$ cat src/rtl/spw_pkg.sv
package spw_pkg;
    localparam int NPORT = 2;

    typedef enum logic [2:0] {
        S_IDLE  = 3'd0,
        S_CTRL  = 3'd1,
        S_READ  = 3'd2,
        S_ISSUE = 3'd3,
        S_WAIT  = 3'd4,
        S_WRITE = 3'd5
    } spw_state_e;
endpackage

$ cat src/rtl/spw_loop_nest.sv
module spw_loop_nest #(
    parameter int I_CNT = 4,
    parameter int J_CNT = 3,
    parameter int IW    = 2,
    parameter int JW    = 2
) (
    input  logic          clk,
    input  logic          rst_n,
    input  logic          clear,
    input  logic          step,
    output logic [IW-1:0] idx_i,
    output logic [JW-1:0] idx_j,
    output logic          is_last
);
    localparam logic [IW-1:0] I_LAST = IW'(I_CNT - 1);
    localparam logic [JW-1:0] J_LAST = JW'(J_CNT - 1);

    always_ff @(posedge clk) begin
        if (!rst_n || clear) begin
            idx_i <= '0;
            idx_j <= '0;
        end else if (step) begin
            if (idx_j == J_LAST) begin
                idx_j <= '0;
                idx_i <= (idx_i == I_LAST) ? '0 : idx_i + 1'b1;
            end else begin
                idx_j <= idx_j + 1'b1;
            end
        end
    end

    assign is_last = (idx_i == I_LAST) && (idx_j == J_LAST);
endmodule

$ cat src/rtl/spw_guard.sv
module spw_guard #(
    parameter int N_PAR = 2,
    parameter int J_CNT = 3,
    parameter int IW    = 2,
    parameter int JW    = 2
) (
    input  logic [IW-1:0] idx_i,
    input  logic [JW-1:0] idx_j,
    output logic [1:0]    rd_sel,
    output logic [1:0]    wr_sel
);
    localparam logic [IW-1:0] N_V    = IW'(N_PAR);
    localparam logic [JW-1:0] J_LAST = JW'(J_CNT - 1);

    always_comb begin
        rd_sel[0] = (idx_i < N_V);
        rd_sel[1] = (idx_i == N_V);
        wr_sel[0] = (idx_i < N_V);
        wr_sel[1] = (idx_j == J_LAST);
    end
endmodule

$ cat src/rtl/spw_core.sv
module spw_core #(
    parameter int DW  = 32,
    parameter int LAT = 3
) (
    input  logic          clk,
    input  logic          rst_n,
    input  logic          go,
    input  logic [DW-1:0] operand,
    output logic          res_vld,
    output logic [DW-1:0] res_data
);
    logic [LAT-1:0] vld_q;
    logic [DW-1:0]  dat_q [LAT];

    always_ff @(posedge clk) begin
        if (!rst_n) vld_q[0] <= 1'b0;
        else        vld_q[0] <= go;
        dat_q[0] <= {operand[DW-2:0], 1'b0} + DW'(1);
    end

    for (genvar s = 1; s < LAT; s++) begin : g_stage
        always_ff @(posedge clk) begin
            if (!rst_n) vld_q[s] <= 1'b0;
            else        vld_q[s] <= vld_q[s-1];
            dat_q[s] <= dat_q[s-1];
        end
    end

    assign res_vld  = vld_q[LAT-1];
    assign res_data = dat_q[LAT-1];
endmodule

$ cat src/rtl/spw_ctrl.sv
module spw_ctrl #(
    parameter int DW    = 32,
    parameter int I_CNT = 4,
    parameter int J_CNT = 3,
    parameter int N_PAR = 2,
    parameter int LAT   = 3
) (
    input  logic                         clk,
    input  logic                         rst_n,
    input  logic                         start,
    input  logic [spw_pkg::NPORT-1:0]    in_empty,
    input  logic [spw_pkg::NPORT*DW-1:0] in_data,
    output logic [spw_pkg::NPORT-1:0]    in_rd,
    input  logic [spw_pkg::NPORT-1:0]    out_full,
    output logic [spw_pkg::NPORT-1:0]    out_wr,
    output logic [DW-1:0]                out_data,
    output logic                         done
);
    import spw_pkg::*;

    localparam int IW = (I_CNT > 2) ? $clog2(I_CNT) : 1;
    localparam int JW = (J_CNT > 2) ? $clog2(J_CNT) : 1;

    spw_state_e        state_q, state_d;
    logic [IW-1:0]     idx_i;
    logic [JW-1:0]     idx_j;
    logic              is_last, step, clear, core_go, core_vld, wr_clear;
    logic [1:0]        rd_g, wr_g, rd_sel_q, wr_pend_q;
    logic [DW-1:0]     op_q, res_q, core_res;
    logic              done_q;
    logic              idle_w;

    spw_loop_nest #(.I_CNT(I_CNT), .J_CNT(J_CNT), .IW(IW), .JW(JW)) u_loops (
        .clk(clk), .rst_n(rst_n), .clear(clear), .step(step),
        .idx_i(idx_i), .idx_j(idx_j), .is_last(is_last)
    );

    spw_guard #(.N_PAR(N_PAR), .J_CNT(J_CNT), .IW(IW), .JW(JW)) u_guard (
        .idx_i(idx_i), .idx_j(idx_j), .rd_sel(rd_g), .wr_sel(wr_g)
    );

    spw_core #(.DW(DW), .LAT(LAT)) u_core (
        .clk(clk), .rst_n(rst_n), .go(core_go), .operand(op_q),
        .res_vld(core_vld), .res_data(core_res)
    );

    // state register
    always_ff @(posedge clk) begin
        if (!rst_n) state_q <= S_IDLE;
        else        state_q <= state_d;
    end

    // next state and outputs
    always_comb begin
        state_d  = state_q;
        in_rd    = '0;
        out_wr   = '0;
        core_go  = 1'b0;
        step     = 1'b0;
        clear    = 1'b0;
        wr_clear = 1'b0;
        unique case (state_q)
            S_IDLE: begin
                if (start) begin
                    clear   = 1'b1;
                    state_d = S_CTRL;
                end
            end
            S_CTRL:  state_d = (|rd_g) ? S_READ : S_ISSUE;
            S_READ: begin
                in_rd = rd_sel_q & ~in_empty;
                if (|in_rd) state_d = S_ISSUE;
            end
            S_ISSUE: begin
                core_go = 1'b1;
                state_d = S_WAIT;
            end
            S_WAIT:  if (core_vld) state_d = S_WRITE;
            S_WRITE: begin
                out_wr   = wr_pend_q & ~out_full;
                wr_clear = ((wr_pend_q & out_full) == 2'b00);
                if (wr_clear) begin
                    step    = 1'b1;
                    state_d = is_last ? S_IDLE : S_CTRL;
                end
            end
        endcase
    end

    // datapath registers
    always_ff @(posedge clk) begin
        if (!rst_n) begin
            rd_sel_q  <= '0;
            wr_pend_q <= '0;
            op_q      <= '0;
            res_q     <= '0;
            done_q    <= 1'b0;
        end else begin
            done_q <= (state_q == S_WRITE) && wr_clear && is_last;
            if (state_q == S_CTRL) begin
                rd_sel_q  <= rd_g;
                wr_pend_q <= wr_g;
            end
            if (in_rd[1])      op_q <= in_data[DW +: DW];
            else if (in_rd[0]) op_q <= in_data[0 +: DW];
            if (state_q == S_WAIT && core_vld) res_q <= core_res;
            if (state_q == S_WRITE) wr_pend_q <= wr_pend_q & out_full;
        end
    end

    assign idle_w   = (state_q == S_IDLE);
    assign out_data = res_q;
    assign done     = done_q;
endmodule

$ cat config.mk
export PLATFORM = sky130hd
export DESIGN_NAME = spw_ctrl
export DESIGN_NICKNAME = d
export VERILOG_FILES = /design/src/rtl/spw_pkg.sv /design/src/rtl/spw_loop_nest.sv /design/src/rtl/spw_guard.sv /design/src/rtl/spw_core.sv /design/src/rtl/spw_ctrl.sv
export SDC_FILE = /design/constraint.sdc
export NUM_CORES = 1
export LEC_CHECK = 0
export ABC_AREA = 1
export BUFFER_PORTS_ARGS = -buffer_cell sky130_fd_sc_hd__buf_4
export CORE_UTILIZATION = 54
export DETAILED_ROUTE_END_ITERATION = 12
export PLACE_DENSITY = 0.78
export SYNTH_ARGS = -nofsm -noshare
export SYNTH_HDL_FRONTEND = slang
export SYNTH_SLANG_ARGS = --single-unit
$ cat constraint.sdc
create_clock -name clk -period 1.6 [get_ports clk]
set_input_delay 0.24 -clock clk [delete_from_list [all_inputs] [get_ports clk]]
set_output_delay 0.24 -clock clk [all_outputs]
set_load 0.005 [all_outputs]
==> impl_metrics.yaml, run 1 <==
status:
  status: "complete, but fails checks"
  violations: "setup timing"
clocking:
  total_cts_buffers: 17
  clockRootBuffer: "clkbuf_8"
  cts.reportedPaths.clkPinSlew_ps: 60
  clk_lat_worst_skew_ps: 510
  numClockSinks: 171
  ctsHtreeMaxLevel: 4
  max-clock-path-buffers: 2
  cts_tree: "built"
detailed_routing:
  drt-total-wl_mm: 10.3
  detailroute.via_count: 4042
  wl_per_cell_um: 11.8
  via_density: 4.62
  drtIter0Drc: 103
  number_of_detailed_routing_iterations_run_before_antenna_repair: 4
  post-route-drc-count: 0
  final_antenna_net_count: 0
timing:
  setup-tns-final_ps: -72.1
  period_share: 1.04
  tightestPinTransition_ps: 404
  timing.final.ws_setup_ps: -57.1
  final_setup_violating_endpoints: 2
  timing.hold.ws_ps: 74.3
  slew_violations: 0
  skew_ps: 5.64
  timing.slew.headroom: 0.730
  fin_crit_ps: 1660
  achievable-frequency_mhz: 603
  timing.final.hold_violations: 0
  rsz0062_at_grt: "yes"
global_routing:
  groute.layer.met1.usage: 0.258
  initial_antenna_violation_count: 0
  via_count_of_the_first_global_routing_pass: 3851
  globalRouteMet3Util: 0.0542
  grt.total_usage: 0.209
  globalRoute.totalOverflow: 0
  grt_util_met2: 0.345
  grt_busiest_layer: "met2"
  grt_max_degree: 32
  grt_first_pass_wirelength_mm: 16.9
floorplanning:
  start_util: 0.559
  pin_count: 108
  fp.dieArea_um2: 10500
  chipWidth_um: 103
  std_cell_rows: 36
  die_height_um: 103
  design.core.area_um2: 9770
logic_synthesis:
  adder_and_majority_cell_fraction_of_the_synthesized_area: 0.00687
  postSynth.asyncResetShare: 0
  synth-edff-count: 0
  yosys_most_used_dff: "dfxtp_1"
  flip_flop_and_latch_count_after_synthesis: 171
  syn_area_per_cell_um2: 8.93
  synth-compound-area-share: 0.0778
  synth_xor_area_frac: 0
  synthSimpleGateAreaFrac: 0.202
  largest_family_of_logic_cells_by_synthesized_area: "simple AND/OR/NAND/NOR gates"
  mux_cell_area_share_after_synthesis: 0
  ys_warn_count: 0
  synth.yosys.seq_area_share: 0.626
  syn-cell-area_um2: 5470
  postSynthNetCount: 686
  synth_cell_types: 21
  synth_cells: 612
run:
  max-cap-violations: 0
setup_path:
  r2r_setup_slack_ps: 40
  cp_max_fo: 5
  worstPathRequired_ps: 1360
  setup.worst_path.end_class: "output port"
  crit_path_start_kind: "register"
  worstPathArrival_ps: 1420
  critical_setup_path_kind: "reg -> out"
place:
  total_placed_cells_including_tap_cells: 833
  place.gp.congestion: 0.799
  post-dp-hpwl_mm: 6.88
  port_buffers: 105
  dp_slack_ps: 104
power:
  report.power.total_w: 0.00964
  cellLeakagePower_nw: 3.19
  power.ir.vdd_worst_v: 0.000808
  p_per_area_nw_per_um2: 1350
cells_and_area:
  fraction_of_final_layout_cells_sized_beyond_drive_strength_1: 0.277
  stdcell_count: 874
  insertedDiodeCount: 0
  flow.area_growth_from_synthesis_pct: 30.6
  num-nets-final: 802
worst_hold_path:
  min-delay-path-class: "in -> reg"
==> power by group <==
group | switching [W] | total [W] | leakage, nW | internal (W)
clock | 0.00154 | 0.00393 | 0.285 | 0.00239
combinational | 0.000629 | 0.00109 | 1.52 | 0.000458
sequential | 0.000138 | 0.00462 | 1.38 | 0.00448
total | 0.00231 | 0.00964 | 3.19 | 0.00733
==> path summary, 6_finish.rpt <==
kind	cells after the start	end	startpoint
hold reg to reg	0	u_core.dat_q[1][8]$_DFF_P_	u_core.dat_q[0][8]$_DFF_P_
hold / removal	5	op_q[13]$_SDFFE_PN0P_	in_data[13]
setup / recovery	5	in_rd[1]	state_q[2]$_SDFFE_PN0P_
setup reg to reg	10	op_q[7]$_SDFFE_PN0P_	state_q[2]$_SDFFE_PN0P_
==> registers in the layout, indices dropped and copies added, names as in the netlist <==
register,flops
done,1
op_q,31
out_data,32
rd_sel_q,2
state_q,3
u_core.dat_q,93
u_core.res_vld,1
u_core.vld_q,2
u_loops.idx_i,2
u_loops.idx_j,2
wr_pend_q,2
==> per-layer routing <==
| layer | wire length, um | up-vias |
|---|---|---|
| met2 | 5100 | 113 |
| met1 | 4600 | 1780 |
| li1 | - | 2131 |
| met4 | 180 | 0 |
| met5 | 0 | - |
| met3 | 461 | 18 |
==> through the flow <==
step,utilization,cell area [um2]
3_3_place_gp,0.654,6400
3_5_place_dp,0.654,6400
5_1_grt,0.730,7140
6_report,0.730,7140
4_1_cts,0.720,7040
2_1_floorplan,-,5470
==> layout by cell type, fill, tap and decap left out, types with 3 or more instances in the layout <==
cell	count
inv_4	3
nand2_2	12
a21oi_1	56
nand2_1	142
inv_2	4
nand3_2	10
inv_1	77
clkbuf_8	5
dfxtp_1	168
buf_6	3
buf_4	119
nand3_1	56
clkbuf_16	17
nor2_1	20
a21oi_2	11
buf_12	3
dfxtp_4	3
ha_1	3
o21ai_0	7
==> cell type report <==
cell class / instances / area (um2)
inverters: 84 / 323
repair buffers: 127 / 1020
flip-flops and latches: 171 / 3430
clock buffers: 23 / 477
clock inverters: 9 / 111
well taps: 133 / 166
fillers: 689 / 2640
multi-input cells: 327 / 1600
==> Yosys cell counts (2+ instances only) <==
| master | number | share of area |
|---|---|---|
| dfxtp_1 | 171 | 0.63 |
| nand2_1 | 143 | 0.098 |
| inv_1 | 81 | 0.056 |
| a21oi_1 | 57 | 0.052 |
| nand3_1 | 57 | 0.052 |
| nor2_1 | 23 | 0.016 |
| buf_2 | 16 | 0.015 |
| nand2_2 | 12 | 0.014 |
| a21oi_2 | 10 | 0.016 |
| nand3_2 | 10 | 0.018 |
| clkbuf_1 | 8 | 0.0055 |
| o21ai_0 | 7 | 0.0064 |
| buf_6 | 3 | 0.0062 |
| ha_1 | 3 | 0.0069 |
| inv_2 | 3 | 0.0021 |
| buf_1 | 2 | 0.0014 |
| nor3_1 | 2 | 0.0018 |
==> critical path: stages, from the launching register on <==
cell,delay [ps]
dfxtp_4,380
nor2_4,130
nand2_4,70
nor2_4,120
buf_6,120
buf_6,80
==> timing repair <==
item	in CTS	in global routing
pin swaps	2	4
gates cloned	0	1
hold buffers	1	0
setup endpoints to repair	4	22
setup buffers	4	3
hold endpoints to repair	1	0
resized for setup	6	19
==> cells by family after synthesis <==
| family | count (synthesis) |
|---|---|
| AO/OA/AOI/OAI | 76 |
| AND/OR/NAND/NOR | 248 |
| buffers and inverters | 114 |
| adder cells (fa/ha/maj) | 3 |
| flip-flops | 171 |
Power figures use the tool's default switching activity.
==> run 2, diff against run 1 <==
Settings changed: ABC_AREA 1 to 0, CORE_UTILIZATION 54 to 53, SKIP_LAST_GASP set to 1.
==> impl_metrics.yaml, run 2 <==
clocking:
  clk_lat_worst_skew_ps: 510
  cts_tree: "built"
  total_cts_buffers: 17
  clockRootBuffer: "clkbuf_8"
  cts.reportedPaths.clkPinSlew_ps: 70
  ctsHtreeMaxLevel: 4
  max-clock-path-buffers: 2
  numClockSinks: 171
floorplanning:
  die_height_um: 101
  design.core.area_um2: 9370
  std_cell_rows: 35
  fp.dieArea_um2: 10200
  start_util: 0.555
  pin_count: 108
  chipWidth_um: 101
global_routing:
  globalRoute.totalOverflow: 0
  via_count_of_the_first_global_routing_pass: 3596
  initial_antenna_violation_count: 0
  grt_max_degree: 32
  grt_first_pass_wirelength_mm: 16.8
  grt.total_usage: 0.217
logic_synthesis:
  synth.top_cells.by_area: "dfxtp_1 (66%), nand2_1 (9.2%), a311oi_2 (8.4%), nor2_1 (3.4%), a21oi_1 (3.4%)"
  synth.yosys.seq_area_share: 0.658
  ys_warn_count: 0
  synth-edff-count: 0
  synth_cell_types: 37
  synth_cells: 491
  syn_area_per_cell_um2: 10.6
  synth_top_cell_by_area: "dfxtp_1"
  synth_top_area_frac: 0.658
  flip_flop_and_latch_count_after_synthesis: 171
  ys_top_cells_by_count: "dfxtp_1 (171), nand2_1 (127), nor2_1 (47)"
  yosys.cell_count.top_type: "dfxtp_1"
  postSynth.asyncResetShare: 0
  syn-cell-area_um2: 5200
  postSynthNetCount: 565
  yosys_most_used_dff: "dfxtp_1"
detailed_routing:
  via_density: 4.96
  drtIter0Drc: 160
  final_antenna_net_count: 0
  number_of_detailed_routing_iterations_run_before_antenna_repair: 4
  post-route-drc-count: 0
  detail_route.wirelength.met1_mm: 4.80
  detailroute.via_count: 3817
  top_layer: "met4"
  drt-total-wl_mm: 11.4
  wl_per_cell_um: 14.8
  met2_wirelength_mm: 5.94
  wl_met3_um: 511
place:
  place.gp.congestion: 0.837
  dpl-instance-area_um2: 6220
  port_buffers: 105
  post-dp-hpwl_mm: 6.63
timing:
  timing.slew.headroom: 0.653
  period_share: 1.14
  fin_crit_ps: 1830
  timing.final.ws_setup_ps: -226
  achievable-frequency_mhz: 548
  final_setup_violating_endpoints: 35
  tightestPinTransition_ps: 516
  slew_violations: 0
  timing.final.hold_violations: 0
  rsz0062_at_grt: "yes"
  skew_ps: 8.73
setup_path:
  cp_max_fo: 8
  crit_path_start_kind: "register"
  worstPathRequired_ps: 2000
  critical_setup_path_kind: "reg -> reg"
  critPathSlowestCell: "or3b_4"
  r2r.worst_path.cells: 7
  worstPathArrival_ps: 2230
  cpLargestDelayFamily: "simple AND/OR/NAND/NOR gates"
  number_of_logic_stages_on_the_critical_path_including_buffering: 7
  cp_num_buf_inv: 3
  cp_cell_instances: "or3b_4 > buf_4 > a21oi_4 > buf_6 > clkbuf_16 > nor2_1 > a311oi_2"
  slowest_delay_ps: 410
  setup.worst_path.end_class: "register"
cells_and_area:
  final_cell_area_um2: 7160
  insertedDiodeCount: 0
  num-nets-final: 701
  mostFrequentLayoutCells: "dfxtp_1 (170), nand2_1 (127), buf_4 (124), nor2_1 (44), a21oi_1 (35)"
  flow.area_growth_from_synthesis_pct: 37.5
  layout_commonest_cell: "dfxtp_1"
  number_of_flip_flops_in_the_largest_register: 93
  regMostFlops: "u_core.dat_q"
  fraction_of_final_layout_cells_sized_beyond_drive_strength_1: 0.344
status:
  status: "complete, but fails checks"
  violations: "setup timing"
power:
  report.power.total_w: 0.00897
  power.ir.vdd_worst_v: 0.000670
  p_per_area_nw_per_um2: 1250
  cellLeakagePower_nw: 2.86
worst_hold_path:
  min-delay-path-class: "in -> reg"
  min_path_cells: 3
run:
  max-cap-violations: 0
## run 2: changes by cell type in the layout (fill, tap and decap cells not counted), sizes merged, moves of 3 or more
cell / before / now
inv: 85 / 15
nor2: 24 / 47
a311oi: 0 / 30
clkbuf: 24 / 21
nand2: 155 / 127
a21oi: 67 / 36
buf: 125 / 141
nand2b: 0 / 7
o21ai: 7 / 3
nand3: 67 / 1
## run 2: routing by layer
metal	vias to the layer above	global-route usage
met5	-	0
met4	0	0.0803
met3	14	0.0541
met2	116	0.375
met1	1783	0.261
li1	1904	-
## run 2: cell type report
class | count | area [um2]
Sequential cell | 171 | 3420
Fill cell | 630 | 2220
Multi-Input combinational cell | 283 | 1640
Timing Repair Buffer | 148 | 1310
Clock buffer | 17 | 414
Clock inverter | 15 | 176
Tap cell | 129 | 161
Inverter | 6 | 22.5
## run 2: path summary, 6_finish.rpt
check / slack, ps / endpoint / start
worst max register to register: -230 / op_q[21]$_SDFFE_PN0P_ / state_q[0]$_SDFFE_PN0P_
worst max-delay path: -230 / op_q[21]$_SDFFE_PN0P_ / state_q[0]$_SDFFE_PN0P_
worst min register to register: 330 / u_core.dat_q[1][3]$_DFF_P_ / u_core.dat_q[0][3]$_DFF_P_
worst min-delay path: 20 / op_q[13]$_SDFFE_PN0P_ / in_data[45]
## run 2: worst register-to-register path: cells and delay by family, from the launching register on
kind	cells	cell delay, ps
and+or+nand+nor	2	480
DFF	1	320
AOI/OAI and AO/OA	2	470
buffers and inverters	3	460
## run 2: power by group
group | total (W) | leakage [nW] | switching, W | internal, W
Combinational | 0.000526 | 1.20 | 0.000249 | 0.000276
Sequential | 0.00439 | 1.38 | 0.0000388 | 0.00436
Clock | 0.00405 | 0.289 | 0.00176 | 0.00229
## run 2: timing repair
action	in CTS	in global routing
setup endpoints to repair	4	60
cloned	0	5
buffers inserted	5	11
pin swaps	4	18
hold buffers	3	0
resized for setup	8	12
endpoints found under the hold margin	3	0
## run 2: kinds of logic (layout without fill, tap and decap cells)
group	count (synthesis)	in the layout	synth area share
AOI/OAI and AO/OA	84	84	0.148
adders and majority gates	3	3	0.00722
buffers and inverters	37	186	0.0329
DFF	171	171	0.658
muxes	2	2	0.00385
and+or+nand+nor	194	194	0.150
## run 2: per-stage QoR
step / util / instances / TNS, ps / setup WS, ps / hold WS (ps)
after global placement: 0.663 / 713 / 0 / 60.8 / 310
after CTS: 0.736 / 753 / -2810 / -224 / 2.15
final: 0.764 / 769 / -3920 / -226 / 23.5
after detailed placement: 0.663 / 713 / 0 / 24.2 / 312
after floorplan: - / 491 / 0 / 46.7 / 310
after global routing: 0.764 / 769 / -6020 / -291 / 16.9
==> run 3, diff against run 2 <==
Settings changed: ABC_AREA 0 to 1, CORE_UTILIZATION 53 to 45, PLACE_DENSITY 0.78 to 0.67.
==> impl_metrics.yaml, run 3 (synthesized netlist as in run 1, its figures left out) <==
status:
  status: "complete, but fails checks"
  violations: "DRC"
setup_path:
  source_of_the_critical_timing_path: "state_q[0]$_SDFFE_PN0P_"
  cpLargestDelayFamily: "flip-flops"
  r2r-start: "state_q[0]$_SDFFE_PN0P_"
  slowest_delay_ps: 350
  worstPathArrival_ps: 1300
  critical_setup_path_kind: "reg -> out"
  setup.worst_path.end_class: "output port"
  number_of_logic_stages_on_the_critical_path_including_buffering: 5
  cell_occurring_most_often_along_the_worst_timing_path: "nor2_4"
  worstPathRequired_ps: 1360
  cp_cell_instances: "nor2_4 > nand2_4 > nor2_4 > buf_6 > buf_4"
  r2r.worst_path.cells: 8
  critPathSlowestCell: "dfxtp_2"
  cp_num_buf_inv: 2
  crit_path_start_kind: "register"
  cp_max_fo: 5
timing:
  fin_crit_ps: 1540
  final_setup_violating_endpoints: 0
  setup-tns-final_ps: 0
  slew_violations: 0
  period_share: 0.959
  rsz0062_at_grt: "yes"
  timing.slew.headroom: 0.743
  tightestPinTransition_ps: 385
  timing.final.hold_violations: 0
  skew_ps: 6.89
  achievable-frequency_mhz: 651
global_routing:
  globalRoute.totalOverflow: 0
  grt.total_usage: 0.169
  via_count_of_the_first_global_routing_pass: 3826
  grt_first_pass_wirelength_mm: 17.1
  initial_antenna_violation_count: 0
  grt_max_degree: 38
worst_hold_path:
  hold_path.startpoint: "rst_n"
  min-delay-path-class: "in -> reg"
  min_path_cells: 3
clocking:
  clockRootBuffer: "clkbuf_16"
  ctsHtreeMaxLevel: 4
  clk_lat_worst_skew_ps: 400
  numClockSinks: 171
  cts.reportedPaths.clkPinSlew_ps: 60
  hold_buffers: 0
  max-clock-path-buffers: 2
  cts_tree: "built"
  total_cts_buffers: 17
cells_and_area:
  mostFrequentLayoutCells: "dfxtp_1 (168), nand2_1 (142), buf_4 (116), inv_1 (79), a21oi_1 (57)"
  number_of_flip_flops_in_the_largest_register: 93
  layout_commonest_cell: "dfxtp_1"
  regMostFlops: "u_core.dat_q"
  flow.area_growth_from_synthesis_pct: 28.5
  nFillCells: 987
  num-nets-final: 794
  register_area_um2: 3430
  finalCoreUtilization: 0.605
  insertedDiodeCount: 0
  multiInputGateArea_um2: 1590
  fraction_of_final_layout_cells_sized_beyond_drive_strength_1: 0.266
detailed_routing:
  number_of_detailed_routing_iterations_run_before_antenna_repair: 8
  via_density: 4.45
  drt-total-wl_mm: 9.86
  final_antenna_net_count: 0
  detailroute.via_count: 3899
  wl_per_cell_um: 11.3
  drtIter0Drc: 244
  post-route-drc-count: 2
floorplanning:
  start_util: 0.471
  die_height_um: 112
  fp.dieArea_um2: 12600
  design.core.area_um2: 11600
  std_cell_rows: 39
  pin_count: 108
  chipWidth_um: 112
power:
  cell_internal_pwr_w: 0.00719
  power.ir.vdd_worst_v: 0.000735
  seq_power_share: 0.486
  p_per_area_nw_per_um2: 1350
  power_frac_comb: 0.099
  total_switching_power_w: 0.00226
  cellLeakagePower_nw: 3.13
  clock_power_share: 0.415
  switching_fraction_of_total_power: 0.239
place:
  place.gp.congestion: 0.773
  port_buffers: 105
  post-dp-hpwl_mm: 7.11
run:
  max-cap-violations: 0
==> run 3: path summary, 6_finish.rpt <==
check,to,slack [ps]
min,u_core.res_vld$_SDFF_PN0_,120
max,in_rd[1],60
min reg2reg,u_core.dat_q[2][22]$_DFF_P_,330
max reg2reg,op_q[16]$_SDFFE_PN0P_,150
==> run 3: worst min-delay path: stages <==
cell     delay [ps]
buf_4           150
nand2_1          60
inv_1            40
==> run 3: layout make-up <==
cell class,instances,area share
inverters,84,0.0453
clock inverters,13,0.0203
flip-flops and latches,171,0.488
repair buffers,119,0.131
clock buffers,19,0.0631
well taps,143,0.0255
multi-input cells,327,0.226
==> run 3: power by group through the flow <==
| stage | Combinational [W] | Clock [W] | Sequential [W] |
|---|---|---|---|
| floorplan | 0.000627 | 0 | 0.00463 |
| global placement | 0.000873 | 0 | 0.00465 |
| detailed placement | 0.000899 | 0 | 0.00466 |
| CTS | 0.000911 | 0.00399 | 0.00457 |
| global route | 0.00106 | 0.00420 | 0.00462 |
| finish | 0.000935 | 0.00392 | 0.00460 |
==> run 3: through the flow <==
step / area, um2 / power [W] / std cells / hold WS (ps) / setup slack [ps]
6_report: 7020 / 0.00945 / 876 / 123 / 65.0
5_1_grt: 7020 / 0.00989 / 876 / 129 / -25.6
4_1_cts: 7000 / 0.00947 / 876 / 110 / -55.9
3_5_place_dp: 6390 / 0.00556 / 842 / 312 / 37.5
3_3_place_gp: 6390 / 0.00552 / 842 / 310 / 148
2_1_floorplan: 5470 / 0.00525 / 612 / 310 / 327
==> run 3: what timing repair did <==
item                                    in CTS  in global routing
setup buffers                                2                  0
gates resized for setup                      4                  8
pin swaps                                    2                  1
endpoints found under the setup margin       2                 28
==> run 3: per-layer routing <==
layer  share of wire  wire, um  vias up  track usage
met2            0.45      4400      103        0.260
met3           0.045       441        8       0.0486
li1                -         -     2114            -
met1            0.50      4900     1674        0.225
met5               0         0        -            0
met4           0.012       121        0       0.0658
